File: src/rtl/irq_accept_pkg.sv
// Shared constants and types for the interrupt acceptance unit.
// Assumes a 20-bit address space and a fixed table of nine 4-byte slots.
package irq_accept_pkg;

    localparam int ADDR_W    = 20;
    localparam int LVL_W     = 3;
    localparam int FIX_N     = 9;
    localparam int FIX_IDX_W = $clog2(FIX_N);

    // Slot indices that carry meaning for precedence
    localparam int SLOT_WDOG  = 5;
    localparam int SLOT_RESET = 8;

    // Reserved slots whose strobes are dropped
    localparam logic [FIX_N-1:0] FIX_RSVD = 9'b0_1100_0000;

    localparam logic [ADDR_W-1:0] FIX_TBL_BASE = 20'h0FFDC;

    // Software numbers below this limit clear the stack-select bit
    localparam int SW_STK_LIMIT = 32;

    typedef enum logic [1:0] {
        SRC_NONE  = 2'd0,
        SRC_FIXED = 2'd1,
        SRC_SOFT  = 2'd2,
        SRC_MASK  = 2'd3
    } src_e;

endpackage

File: src/rtl/irq_fixed_arb.sv
// Fixed-source arbiter.
// Drops reserved slots, then picks the highest-index live strobe.
// Assumes the slot index order is the precedence order (reset on top).
module irq_fixed_arb
    import irq_accept_pkg::*;
(
    input  logic [FIX_N-1:0]     req_i,
    output logic                 hit_o,
    output logic [FIX_IDX_W-1:0] slot_o
);

    logic [FIX_N-1:0] live;

    // Mask off reserved slots, one gate per slot
    for (genvar g = 0; g < FIX_N; g++) begin : g_live
        if (FIX_RSVD[g]) begin : g_rsvd
            assign live[g] = 1'b0;
        end else begin : g_used
            assign live[g] = req_i[g];
        end
    end

    // Highest live slot wins: later loop iterations override earlier ones
    always_comb begin
        hit_o  = |live;
        slot_o = '0;
        for (int k = 0; k < FIX_N; k++) begin
            if (live[k]) slot_o = FIX_IDX_W'(k);
        end
    end

endmodule

File: src/rtl/irq_decide.sv
// Acceptance decision.
// Chooses between the fixed, software and maskable classes and forms the
// vector and the stack-select clear for the chosen request.
// Assumes fixed beats software beats maskable, and that maskable requests
// need the enable bit plus a level strictly above the processor level.
module irq_decide
    import irq_accept_pkg::*;
#(
    parameter int                NUM_W    = 6,
    parameter logic [ADDR_W-1:0] VAR_BASE = 20'h0FE00
) (
    input  logic                 int_en_i,
    input  logic [LVL_W-1:0]     prio_i,
    input  logic                 fix_hit_i,
    input  logic [FIX_IDX_W-1:0] fix_slot_i,
    input  logic                 sw_req_i,
    input  logic [NUM_W-1:0]     sw_num_i,
    input  logic                 mask_req_i,
    input  logic [LVL_W-1:0]     mask_lvl_i,
    input  logic [NUM_W-1:0]     mask_num_i,
    output logic                 take_o,
    output src_e                 src_o,
    output logic [ADDR_W-1:0]    vec_o,
    output logic                 clr_stk_o
);

    logic              mask_ok;
    logic              sw_low;
    logic [ADDR_W-1:0] fix_vec;
    logic [ADDR_W-1:0] sw_vec;
    logic [ADDR_W-1:0] mask_vec;

    // Maskable gate: enable bit and strict level compare
    always_comb mask_ok = mask_req_i && int_en_i && (mask_lvl_i > prio_i);

    // Software numbers in the low range force the interrupt stack
    always_comb sw_low = int'(sw_num_i) < SW_STK_LIMIT;

    // Vector addresses for each class, 4 bytes per entry
    always_comb begin
        fix_vec  = FIX_TBL_BASE + ADDR_W'({fix_slot_i, 2'b00});
        sw_vec   = VAR_BASE + ADDR_W'({sw_num_i, 2'b00});
        mask_vec = VAR_BASE + ADDR_W'({mask_num_i, 2'b00});
    end

    // Class precedence select
    always_comb begin
        take_o    = 1'b0;
        src_o     = SRC_NONE;
        vec_o     = '0;
        clr_stk_o = 1'b0;
        if (fix_hit_i) begin
            take_o    = 1'b1;
            src_o     = SRC_FIXED;
            vec_o     = fix_vec;
            clr_stk_o = 1'b1;
        end else if (sw_req_i) begin
            take_o    = 1'b1;
            src_o     = SRC_SOFT;
            vec_o     = sw_vec;
            clr_stk_o = sw_low;
        end else if (mask_ok) begin
            take_o    = 1'b1;
            src_o     = SRC_MASK;
            vec_o     = mask_vec;
            clr_stk_o = 1'b1;
        end
    end

endmodule

File: src/rtl/irq_flag_regs.sv
// Flag and acknowledge registers.
// Holds the enable bit, the stack-select bit and the priority level, and
// registers the acknowledge, its source, its vector and the saved flags.
// Assumes an acknowledge always beats a flag write in the same cycle.
module irq_flag_regs
    import irq_accept_pkg::*;
(
    input  logic              clk,
    input  logic              rst_n,
    input  logic              wr_en_i,
    input  logic              wr_int_en_i,
    input  logic              wr_stk_sel_i,
    input  logic [LVL_W-1:0]  wr_prio_i,
    input  logic              take_i,
    input  src_e              src_i,
    input  logic [ADDR_W-1:0] vec_i,
    input  logic              clr_stk_i,
    output logic              int_en_o,
    output logic              stk_sel_o,
    output logic [LVL_W-1:0]  prio_o,
    output logic              ack_o,
    output src_e              src_o,
    output logic [ADDR_W-1:0] vec_o,
    output logic              sv_int_en_o,
    output logic              sv_stk_sel_o,
    output logic [LVL_W-1:0]  sv_prio_o
);

    // Flag update: reset, then acknowledge, then direct write
    always_ff @(posedge clk) begin
        if (!rst_n) begin
            int_en_o  <= 1'b0;
            stk_sel_o <= 1'b0;
            prio_o    <= '0;
        end else if (take_i) begin
            int_en_o <= 1'b0;
            if (clr_stk_i) stk_sel_o <= 1'b0;
        end else if (wr_en_i) begin
            int_en_o  <= wr_int_en_i;
            stk_sel_o <= wr_stk_sel_i;
            prio_o    <= wr_prio_i;
        end
    end

    // Acknowledge pulse and source code
    always_ff @(posedge clk) begin
        if (!rst_n) begin
            ack_o <= 1'b0;
            src_o <= SRC_NONE;
        end else begin
            ack_o <= take_i;
            src_o <= take_i ? src_i : SRC_NONE;
        end
    end

    // Vector and pre-acknowledge flag snapshot
    always_ff @(posedge clk) begin
        if (!rst_n) begin
            vec_o        <= '0;
            sv_int_en_o  <= 1'b0;
            sv_stk_sel_o <= 1'b0;
            sv_prio_o    <= '0;
        end else if (take_i) begin
            vec_o        <= vec_i;
            sv_int_en_o  <= int_en_o;
            sv_stk_sel_o <= stk_sel_o;
            sv_prio_o    <= prio_o;
        end
    end


    ack_clears_en_chk: assert property (@(posedge clk) disable iff (!rst_n)
        ack_o |-> !int_en_o);


    ack_keeps_prio_chk: assert property (@(posedge clk) disable iff (!rst_n)
        ack_o |-> prio_o == $past(prio_o));


    saved_flags_chk: assert property (@(posedge clk) disable iff (!rst_n)
        ack_o |-> (sv_int_en_o == $past(int_en_o)) && (sv_stk_sel_o == $past(stk_sel_o))
                  && (sv_prio_o == $past(prio_o)));


    src_with_ack_chk: assert property (@(posedge clk) disable iff (!rst_n)
        ack_o == (src_o != SRC_NONE));

endmodule

File: src/rtl/irq_accept_unit.sv
// Interrupt acceptance and flag unit (top).
// Joins the fixed-source arbiter, the class decision and the flag
// registers. Assumes request strobes last one cycle each.
module irq_accept_unit
    import irq_accept_pkg::*;
#(
    parameter int                NUM_W    = 6,
    parameter logic [ADDR_W-1:0] VAR_BASE = 20'h0FE00
) (
    input  logic              clk,
    input  logic              rst_n,
    input  logic              flag_wr_en,
    input  logic              flag_wr_int_en,
    input  logic              flag_wr_stk_sel,
    input  logic [LVL_W-1:0]  flag_wr_prio,
    input  logic              mask_req,
    input  logic [LVL_W-1:0]  mask_lvl,
    input  logic [NUM_W-1:0]  mask_num,
    input  logic [FIX_N-1:0]  fix_req,
    input  logic              sw_req,
    input  logic [NUM_W-1:0]  sw_num,
    output logic              int_en,
    output logic              stk_sel,
    output logic [LVL_W-1:0]  prio_lvl,
    output logic              ack,
    output logic [1:0]        ack_src,
    output logic [ADDR_W-1:0] ack_vec,
    output logic              sv_int_en,
    output logic              sv_stk_sel,
    output logic [LVL_W-1:0]  sv_prio
);

    logic                 fix_hit;
    logic [FIX_IDX_W-1:0] fix_slot;
    logic                 take;
    src_e                 take_src;
    logic [ADDR_W-1:0]    take_vec;
    logic                 clr_stk;
    src_e                 src_q;

    irq_fixed_arb u_arb (
        .req_i  (fix_req),
        .hit_o  (fix_hit),
        .slot_o (fix_slot)
    );

    irq_decide #(.NUM_W(NUM_W), .VAR_BASE(VAR_BASE)) u_dec (
        .int_en_i   (int_en),
        .prio_i     (prio_lvl),
        .fix_hit_i  (fix_hit),
        .fix_slot_i (fix_slot),
        .sw_req_i   (sw_req),
        .sw_num_i   (sw_num),
        .mask_req_i (mask_req),
        .mask_lvl_i (mask_lvl),
        .mask_num_i (mask_num),
        .take_o     (take),
        .src_o      (take_src),
        .vec_o      (take_vec),
        .clr_stk_o  (clr_stk)
    );

    irq_flag_regs u_regs (
        .clk          (clk),
        .rst_n        (rst_n),
        .wr_en_i      (flag_wr_en),
        .wr_int_en_i  (flag_wr_int_en),
        .wr_stk_sel_i (flag_wr_stk_sel),
        .wr_prio_i    (flag_wr_prio),
        .take_i       (take),
        .src_i        (take_src),
        .vec_i        (take_vec),
        .clr_stk_i    (clr_stk),
        .int_en_o     (int_en),
        .stk_sel_o    (stk_sel),
        .prio_o       (prio_lvl),
        .ack_o        (ack),
        .src_o        (src_q),
        .vec_o        (ack_vec),
        .sv_int_en_o  (sv_int_en),
        .sv_stk_sel_o (sv_stk_sel),
        .sv_prio_o    (sv_prio)
    );

    // Source code to the port
    always_comb ack_src = src_q;


    mask_gate_chk: assert property (@(posedge clk) disable iff (!rst_n)
        (ack && src_q == SRC_MASK) |->
            ($past(mask_req) && $past(int_en) && ($past(mask_lvl) > $past(prio_lvl))));


    hw_clears_stk_chk: assert property (@(posedge clk) disable iff (!rst_n)
        (ack && src_q != SRC_SOFT) |-> !stk_sel);


    fixed_vec_range_chk: assert property (@(posedge clk) disable iff (!rst_n)
        (ack && src_q == SRC_FIXED) |-> (ack_vec >= FIX_TBL_BASE) && (ack_vec[1:0] == 2'b00));


    no_reserved_ack_chk: assert property (@(posedge clk) disable iff (!rst_n)
        (ack && src_q == SRC_FIXED) |->
            (ack_vec != FIX_TBL_BASE + 20'd24) && (ack_vec != FIX_TBL_BASE + 20'd28));


    fixed_first_chk: assert property (@(posedge clk) disable iff (!rst_n)
        ($past(|(fix_req & ~FIX_RSVD)) && ack) |-> src_q == SRC_FIXED);

endmodule

File: config.mk
export PLATFORM = sky130hd
export DESIGN_NAME = irq_accept_unit
export DESIGN_NICKNAME = d
export VERILOG_FILES = /design/src/rtl/irq_accept_pkg.sv /design/src/rtl/irq_fixed_arb.sv /design/src/rtl/irq_decide.sv /design/src/rtl/irq_flag_regs.sv /design/src/rtl/irq_accept_unit.sv
export SDC_FILE = /design/constraint.sdc
export NUM_CORES = 1
export LEC_CHECK = 0
export BUFFER_PORTS_ARGS = -buffer_cell sky130_fd_sc_hd__buf_2
export CORE_ASPECT_RATIO = 1.4
export CORE_UTILIZATION = 47
export DETAILED_ROUTE_END_ITERATION = 8
export PLACE_DENSITY = 0.88
export SKIP_CTS_REPAIR_TIMING = 1
export SYNTH_ARGS = -nofsm -noshare
export SYNTH_HDL_FRONTEND = slang
export SYNTH_SLANG_ARGS = --single-unit
File: constraint.sdc
create_clock -name clk -period 2.75 [get_ports clk]
set_input_delay 0.1375 -clock clk [delete_from_list [all_inputs] [get_ports clk]]
set_output_delay 0.1375 -clock clk [all_outputs]
set_load 0.05 [all_outputs]
Yosys cells after proc, flatten, opt, wreduce, memory -nomap -nowiden
Cells that the tools add are included.
{"block": "classes", "addsub": 3, "mul": 0, "div": 0, "order_cmp": 2, "eq_ne": 1, "n_shift": 0, "mux": 20, "bitwise_logic": 2, "reduce_logical": 9}
{"cell": "two-way mux 20 bit", "n": 3}
{"cell": "adder 16 x 8 -> 17 bit (first input constant)", "n": 2}
{"cell": "adder 16 x 6 -> 17 bit (first input constant)", "n": 1}
{"cell": "two-way mux 4 bit", "n": 4}
{"cell": "two-way mux 1 bit", "n": 10}
{"cell": "OR reduction 9 bit", "n": 1}
{"cell": "OR reduction 7 bit", "n": 1}
{"cell": "< comparator 6 bit (second input constant)", "n": 1}
{"cell": "two-way mux 2 bit", "n": 3}
{"cell": "AND reduction 2 bit", "n": 3}
{"cell": "greater-than comparator 3 bit", "n": 1}
{"cell": "logical AND 1 bit", "n": 2}
{"cell": "inequality test 2 bit (second input constant)", "n": 1}
{"cell": "NOT 1 bit", "n": 2}
{"cell": "nonzero test 2 bit", "n": 1}
{"cell": "OR reduction 2 bit", "n": 1}
{"block": "totals", "reg_bits": 33, "latch_bits": 0, "ram_bits": 0, "mem_bits_ro": 0, "in_bits": 34, "output_inout_bits": 33, "mem_count": 0}

Logic depth before layout (Yosys ltp)
Gate-level depths: netlist of the first run.
{"block": "depth", "word_depth": 8, "depth_mapped": 8}

Hierarchy
From an unflattened synthesis of the first run, not the netlist that was laid out.
{"block": "unflattened", "hier_cells": 185, "area_unflattened_um2": 1751.7}
{"module": "irq_flag_regs", "instances": 1, "cells_per_inst": 106, "area_per_inst_um2": 1258.7, "seq_area_each_um2": 660.6}
{"module": "irq_decide", "instances": 1, "cells_per_inst": 68, "area_per_inst_um2": 426.7, "seq_area_each_um2": 0.0}
{"module": "irq_fixed_arb", "instances": 1, "cells_per_inst": 11, "area_per_inst_um2": 66.3, "seq_area_each_um2": 0.0}

Least setup slack after synthesis of the first run
No wires, ideal clock.
{"block": "synth_path", "kind": "flip-flop to flip-flop", "from": "reg u_regs.prio_o[2]", "to": "reg u_regs.vec_o[4]", "setup_ns": 0.117, "t_arrival_ns": 2.043, "t_required_ns": 2.633, "path_slack_ns": 0.589, "path_stages_with_launch": 8, "period_less_slack_ns": 2.161, "path_cell_list": "dfxtp_1 -> inv_1 -> ha_1 -> and3_1 -> a211oi_2 -> buf_2 -> nor2_1 -> a32o_1"}
{"block": "synth_via", "elab_chain_len": 5}
{"element": "start, declared", "line_no": "irq_flag_regs.sv:20", "rtl": "output logic [LVL_W-1:0] prio_o,"}
{"element": "start signal, assigned", "line_no": "irq_flag_regs.sv:41", "rtl": "prio_o <= wr_prio_i;"}
{"element": "greater-than comparator 3 bit *", "line_no": "irq_decide.sv:34", "rtl": "always_comb mask_ok = mask_req_i && int_en_i && (mask_lvl_i > prio_i);"}
{"element": "logical AND 1 bit *", "line_no": "irq_decide.sv:34"}
{"element": "two-way mux 20 bit / two-way mux 1 bit (equally long branches)", "line_no": "irq_decide.sv:62", "rtl": "end else if (mask_ok) begin"}
{"element": "two-way mux 20 bit / two-way mux 1 bit (equally long branches)", "line_no": "irq_decide.sv:57", "rtl": "end else if (sw_req_i) begin"}
{"element": "two-way mux 20 bit / two-way mux 1 bit (equally long branches)", "line_no": "irq_decide.sv:52", "rtl": "if (fix_hit_i) begin"}
{"element": "end signal, assigned", "line_no": "irq_flag_regs.sv:64", "rtl": "vec_o <= vec_i;"}
{"element": "end, declared", "line_no": "irq_flag_regs.sv:23", "rtl": "output logic [ADDR_W-1:0] vec_o,"}
Mark *: on every way between the ends. The rest lies on a longest branch, timed or not.
A chain may end at the register's enable or synchronous reset.

Worst setup path after layout of the first run
{"block": "layout_path", "from": "reg u_regs.prio_o[2]", "to": "reg u_regs.vec_o[3]"}
Same word-level chain as after synthesis.

==> flow_metrics.tcl, run 1 <==
set metrics [dict create \
    synth-simple-area-share_pct 19.3 \
    ir_worst_vdd_v 0.000380 \
    dr.pass1.iters 4 \
    post-route-period-util_pct 73.3 \
    io_buffers 59 \
    final.setup.tns_ns 0 \
    synth_seq_cells 22 \
    synth_edf_count 0 \
    gr-total-overflow 0 \
    ys.flop_type "dfxtp_1" \
    path_max_fanout 11 \
    fmax_ghz 0.496 \
    yosysUniqueCellTypes 38 \
    synthAdderAreaFrac_pct 4.21 \
    period_needed_ns 2.01 \
    ys_top_cells_by_count "dfxtp_1, buf_4, nand2_1, a21oi_1" \
    grt_antenna_before_repair 0 \
    status "finished, final reports clean" \
    die_w_um 44.5 \
    syn_inst 137 \
    antenna_cells 0 \
    synth_area_leader_cell "dfxtp_1" \
    worstSetupEndpointType "register" \
    synthArstFlopShare_pct 0 \
    yosys_warnings 0 \
    cts_root_buf "clkbuf_4" \
    critPathKind "reg -> reg" \
    die_y_um 61.5 \
    avgSynthCellArea_sq_um 8.68 \
    rows 21 \
    maxCapViolations 0 \
    synth_xor_area_share_pct 0.737 \
    num_vias 1183 \
    hpwl_mm 2.29 \
    num-fill-cells 205 \
    layout-drive-gt1-share_pct 37.4 \
    start_util_pct 49.7 \
    rr_startpoint "u_regs.prio_o[2]" \
    dpl_worst_slack_ns 0.746 \
    synthTopCellsByArea "dfxtp_1, buf_4, mux2i_1, ha_1, nand2_1" \
    nNetsFinal 226 \
    cts_sinks 22 \
    drv_slew 0 \
    cts_buffers 3 \
    synth_top_area_share_pct 37.1 \
    grt_max_degree 17 \
    syn2layout_area_growth_pct 24.7 \
    clkSlewWorstSetupHoldPaths_ns 0.12 \
    wl_per_cell_um 13.1 \
    synth_top_family_by_area "compound AO/OA/AOI/OAI gates" \
    finalSetupViolCount 0 \
    core_area_sq_um 2390 \
    ff2ff_setup_slack_ns 0.74 \
    synthMuxAreaShare_pct 5.05 \
    critical_path_required_ns 2.97 \
    gp_congestion 0.820 \
    drt-initial-drc-count 32 \
    seq_area_frac_synth_pct 37.1 \
    drcViolationCount 0 \
    grt_pass1_wl_mm 4.54 \
    rsz0062_at_grt "false" \
    synth_most_common_cell "dfxtp_1" \
    clk_latency_ns 0.32 \
    grt_pass1_vias 1120 \
    powerDensity_nw_per_um2 498 \
    place_area_sq_um 1430 \
    io_pins 67 \
    die_area_sq_um 2740 \
    cts_max_level 1 \
    start_kind "register" \
    wl_mm 2.90 \
    hold_violations 0 \
    min-delay-start "flag_wr_prio[2]" \
    leakage_nw 0.701 \
    clk_path_buf_depth 2 \
    cts_tree "yes" \
    ant_nets 0 \
    fin_skew_ns 0.00596 \
    cp-startpoint "u_regs.prio_o[2]" \
    viasPerCell 5.35 \
    synthesis.area_sq_um 1190 \
    arrival_ns 2.23 \
    final_area_sq_um 1480 \
    worst_slack_ns 0.736 \
    synth-compound-area-share_pct 20.8 \
    track_usage_pct 22.6 \
    hold_path.class "in -> reg" \
]
==> registers in the layout (all words and copies together), names as in the netlist <==
signal / cells
u_regs.vec_o: 9
u_regs.sv_stk_sel_o: 1
u_regs.ack_o: 1
u_regs.src_o: 2
u_regs.sv_prio_o: 3
u_regs.int_en_o: 1
u_regs.prio_o: 3
u_regs.sv_int_en_o: 1
u_regs.stk_sel_o: 1
==> power by group <==
part | internal [W] | total, W | leakage (nW) | switching, W
clock network | 0.000147 | 0.000251 | 0.0279 | 0.000104
registers | 0.000328 | 0.000334 | 0.181 | 0.00000535
logic | 0.0000443 | 0.000153 | 0.492 | 0.000109
total | 0.000520 | 0.000738 | 0.701 | 0.000218
==> placed cells by master (no fill, tap or decap), types with 2 or more instances in the layout <==
| cell type | synthesis | routed |
|---|---|---|
| o21ai_0 | 6 | 6 |
| a21oi_1 | 9 | 9 |
| nand3_1 | 8 | 8 |
| mux2i_1 | 6 | 6 |
| nor2_1 | 5 | 5 |
| clkbuf_4 | 0 | 3 |
| dfxtp_1 | 22 | 22 |
| and3_1 | 4 | 4 |
| inv_1 | 8 | 8 |
| nor4b_1 | 2 | 2 |
| a211o_1 | 2 | 2 |
| nor2b_1 | 2 | 2 |
| nand2_1 | 13 | 13 |
| buf_2 | 2 | 59 |
| conb_1 | 1 | 5 |
| nor3_1 | 3 | 3 |
| o221a_2 | 2 | 2 |
| o21bai_1 | 2 | 2 |
| ha_1 | 4 | 4 |
| a211oi_1 | 2 | 2 |
| a31oi_1 | 2 | 2 |
==> logic make-up after synthesis <==
logic type / Yosys count
AOI/OAI and AO/OA: 35
other: 1
and+or+nand+nor: 42
xor gates and xnor gates: 1
DFF: 22
adders and majority gates: 4
muxes: 6
buffers and inverters: 26
==> through the flow <==
step	instances	total power [W]	hold slack, ns	utilization [%]
floorplan	141	0.000456	0.280	-
global placement	217	0.000490	0.392	59.8
detailed placement	217	0.000494	0.400	59.8
CTS	221	0.000735	0.0721	62.0
global route	221	0.000766	0.0527	62.0
finish	221	0.000738	0.0590	62.0
==> worst paths after layout <==
check | endpoint | cells past startpoint
hold / removal | u_regs.prio_o[2] | 3
setup reg to reg | u_regs.vec_o[3] | 6
hold reg to reg | u_regs.sv_prio_o[1] | 2
setup / recovery | u_regs.vec_o[3] | 6
==> routing by layer <==
| metal | wire length, um | GRT usage (%) | vias to the layer above | share of wire [%] |
|---|---|---|---|---|
| li1 | - | - | 573 | - |
| met1 | 1150 | 22.9 | 545 | 39 |
| met2 | 1540 | 42.4 | 57 | 53 |
| met3 | 155 | 4.11 | 8 | 5.3 |
| met4 | 57 | 13.4 | 0 | 2.0 |
| met5 | 0 | 0 | - | 0 |
==> area by class of cell <==
type	instances	area [sq um]	area share [%]
Sequential cell	22	440	29.7
Inverter	8	30.0	2.03
Multi-Input combinational cell	93	614	41.4
Clock buffer	3	22.5	1.52
Clock inverter	1	30.0	2.03
Timing Repair Buffer	60	303	20.4
Tap cell	34	42.5	2.87
==> worst max-delay path: stages (launching register included) <==
cell and delay (ns):
dfxtp_1 0.42, inv_1 0.06, ha_1 0.31, a21oi_1 0.22
a211o_1 0.37, nand2_1 0.23, o221a_2 0.32
Note: power is estimated with default switching activity, not from simulation.
==> run 2: changes to the inputs <==
--- a/config.mk
+++ b/config.mk
@@ -7,9 +7,9 @@
 export LEC_CHECK = 0
 export BUFFER_PORTS_ARGS = -buffer_cell sky130_fd_sc_hd__buf_2
 export CORE_ASPECT_RATIO = 1.4
-export CORE_UTILIZATION = 47
+export CORE_UTILIZATION = 39
 export DETAILED_ROUTE_END_ITERATION = 8
-export PLACE_DENSITY = 0.88
+export PLACE_DENSITY = 0.79
 export SKIP_CTS_REPAIR_TIMING = 1
 export SYNTH_ARGS = -nofsm -noshare
 export SYNTH_HDL_FRONTEND = slang
==> constraint.sdc (replaced) <==
create_clock -name clk -period 1.7 [get_ports clk]
set_input_delay 0.085 -clock clk [delete_from_list [all_inputs] [get_ports clk]]
set_output_delay 0.085 -clock clk [all_outputs]
set_load 0.05 [all_outputs]
==> run 2 against run 1 <==
Net effect: the run now ends with negative setup slack left; non-clock buffer count grew 9; sequential power grew 61%; via count grew 4.3%; sequential share of layout area shrank 3.0 points; register-to-register slack lost 0.77 ns.
==> flow_metrics.tcl, run 2 (synthesis results as in run 1) <==
set metrics [dict create \
    syn2layout_area_growth_pct 41.6 \
    start_util_pct 41.3 \
    final_common_cell "buf_2" \
    dp_cells 228 \
    cp-startpoint "u_regs.prio_o[1]" \
    core_area_sq_um 2880 \
    cts_tree "yes" \
    grt_pass1_vias 1172 \
    gr-total-overflow 0 \
    wl_per_cell_um 13.2 \
    path_max_fanout 5 \
    num_vias 1234 \
    grt_max_degree 17 \
    io_buffers 59 \
    worstSetupEndpointType "register" \
    wl_mm 3.07 \
    cts_max_level 1 \
    track_usage_pct 19.9 \
    top_register "u_regs.vec_o" \
    clkSlewWorstSetupHoldPaths_ns 0.08 \
    hpwl_mm 2.47 \
    worst_slack_ns -0.0388 \
    ant_nets 0 \
    maxCapViolations 0 \
    ir_worst_vdd_v 0.000359 \
    clk_path_buf_depth 2 \
    clk_latency_ns 0.26 \
    fin_hold_ws_ns 0.0546 \
    reg2reg_depth 6 \
    rows 23 \
    period_needed_ns 1.74 \
    fin_skew_ns 0.00662 \
    finalSetupViolCount 3 \
    reg_top3 "u_regs.vec_o (9), u_regs.prio_o (3), u_regs.sv_prio_o (3)" \
    io_pins 67 \
    leakage_nw 0.759 \
    final.setup.tns_ns -0.0743 \
    gp_congestion 0.772 \
    violations "negative setup slack" \
    final_cells 233 \
    drv_slew 0 \
    antenna_cells 0 \
    grt_pass1_wl_mm 5.05 \
    r2r-end "u_regs.vec_o[7]" \
    powerDensity_nw_per_um2 670 \
    start_kind "register" \
    hold_violations 0 \
    ff2ff_setup_slack_ns -0.04 \
    arrival_ns 1.86 \
    critical_path_required_ns 1.82 \
    grt_antenna_before_repair 0 \
    layout-drive-gt1-share_pct 50.0 \
    rr_startpoint "u_regs.prio_o[1]" \
    dr.pass1.iters 4 \
    status "finished with violations" \
    hold_path.class "in -> reg" \
    largest_reg_flops 9 \
    post-route-period-util_pct 102 \
    die_w_um 48.7 \
    critPathKind "reg -> reg" \
    die_y_um 67.3 \
    die_area_sq_um 3280 \
    cts_root_buf "clkbuf_8" \
    power_w 0.00113 \
    rsz0062_at_grt "true" \
    final_cell_mix "buf_2, dfxtp_1, nand2_1" \
    drcViolationCount 0 \
    nNetsFinal 235 \
    crit_path_end "u_regs.vec_o[7]" \
    dpl_worst_slack_ns -0.0517 \
    viasPerCell 5.30 \
    drt-initial-drc-count 21 \
    cts_sinks 22 \
    fmax_ghz 0.575 \
    cts_buffers 3 \
]
## run 2: area by class of cell
| cell class | instances | area [sq um] |
|---|---|---|
| clock buffers | 4 | 45.0 |
| fillers | 303 | 1190 |
| inverters | 8 | 32.5 |
| multi-input cells | 93 | 732 |
| flip-flops and latches | 22 | 449 |
| well taps | 37 | 46.3 |
| repair buffers | 69 | 378 |
## run 2: how the worst min path moves through the flow
stage	end	startpoint	cells after the start	slack [ns]
after floorplan	u_regs.prio_o[1]	flag_wr_prio[1]	2	0.22
final	u_regs.prio_o[1]	flag_wr_prio[1]	3	0.05
after global routing	u_regs.prio_o[2]	flag_wr_prio[2]	3	0.05
after detailed placement	u_regs.prio_o[1]	flag_wr_prio[1]	3	0.33
after CTS	u_regs.prio_o[1]	flag_wr_prio[1]	3	0.05
after global placement	u_regs.prio_o[2]	flag_wr_prio[2]	3	0.33
## run 2: report_power, final
part	leakage, nW	internal (W)	switching (W)	total, W
clock network	0.0228	0.000167	0.000157	0.000324
registers	0.183	0.000528	0.00000926	0.000537
logic	0.554	0.0000818	0.000185	0.000267
## run 2: metal layers
metal  global-route usage (%)  up-vias  wire, um
li1                         -      590         -
met1                     21.2      591      1260
met2                     39.2       51      1630
met3                     2.93        2       166
met4                     7.72        0        19
met5                        0        -         0
## run 2: critical path, stage by stage, from the launching register on
cell and delay, ns:
dfxtp_4 0.38, inv_4 0.04, ha_4 0.25, nand3b_1 0.15, a211o_4 0.41, o31ai_2 0.24
a311oi_1 0.14
## run 2: through the flow
stage | util [%] | cell area [sq um]
global placement | 54.2 | 1560
detailed placement | 54.2 | 1560
CTS | 55.7 | 1600
finish | 58.5 | 1680
global route | 58.5 | 1680
floorplan | - | 1280
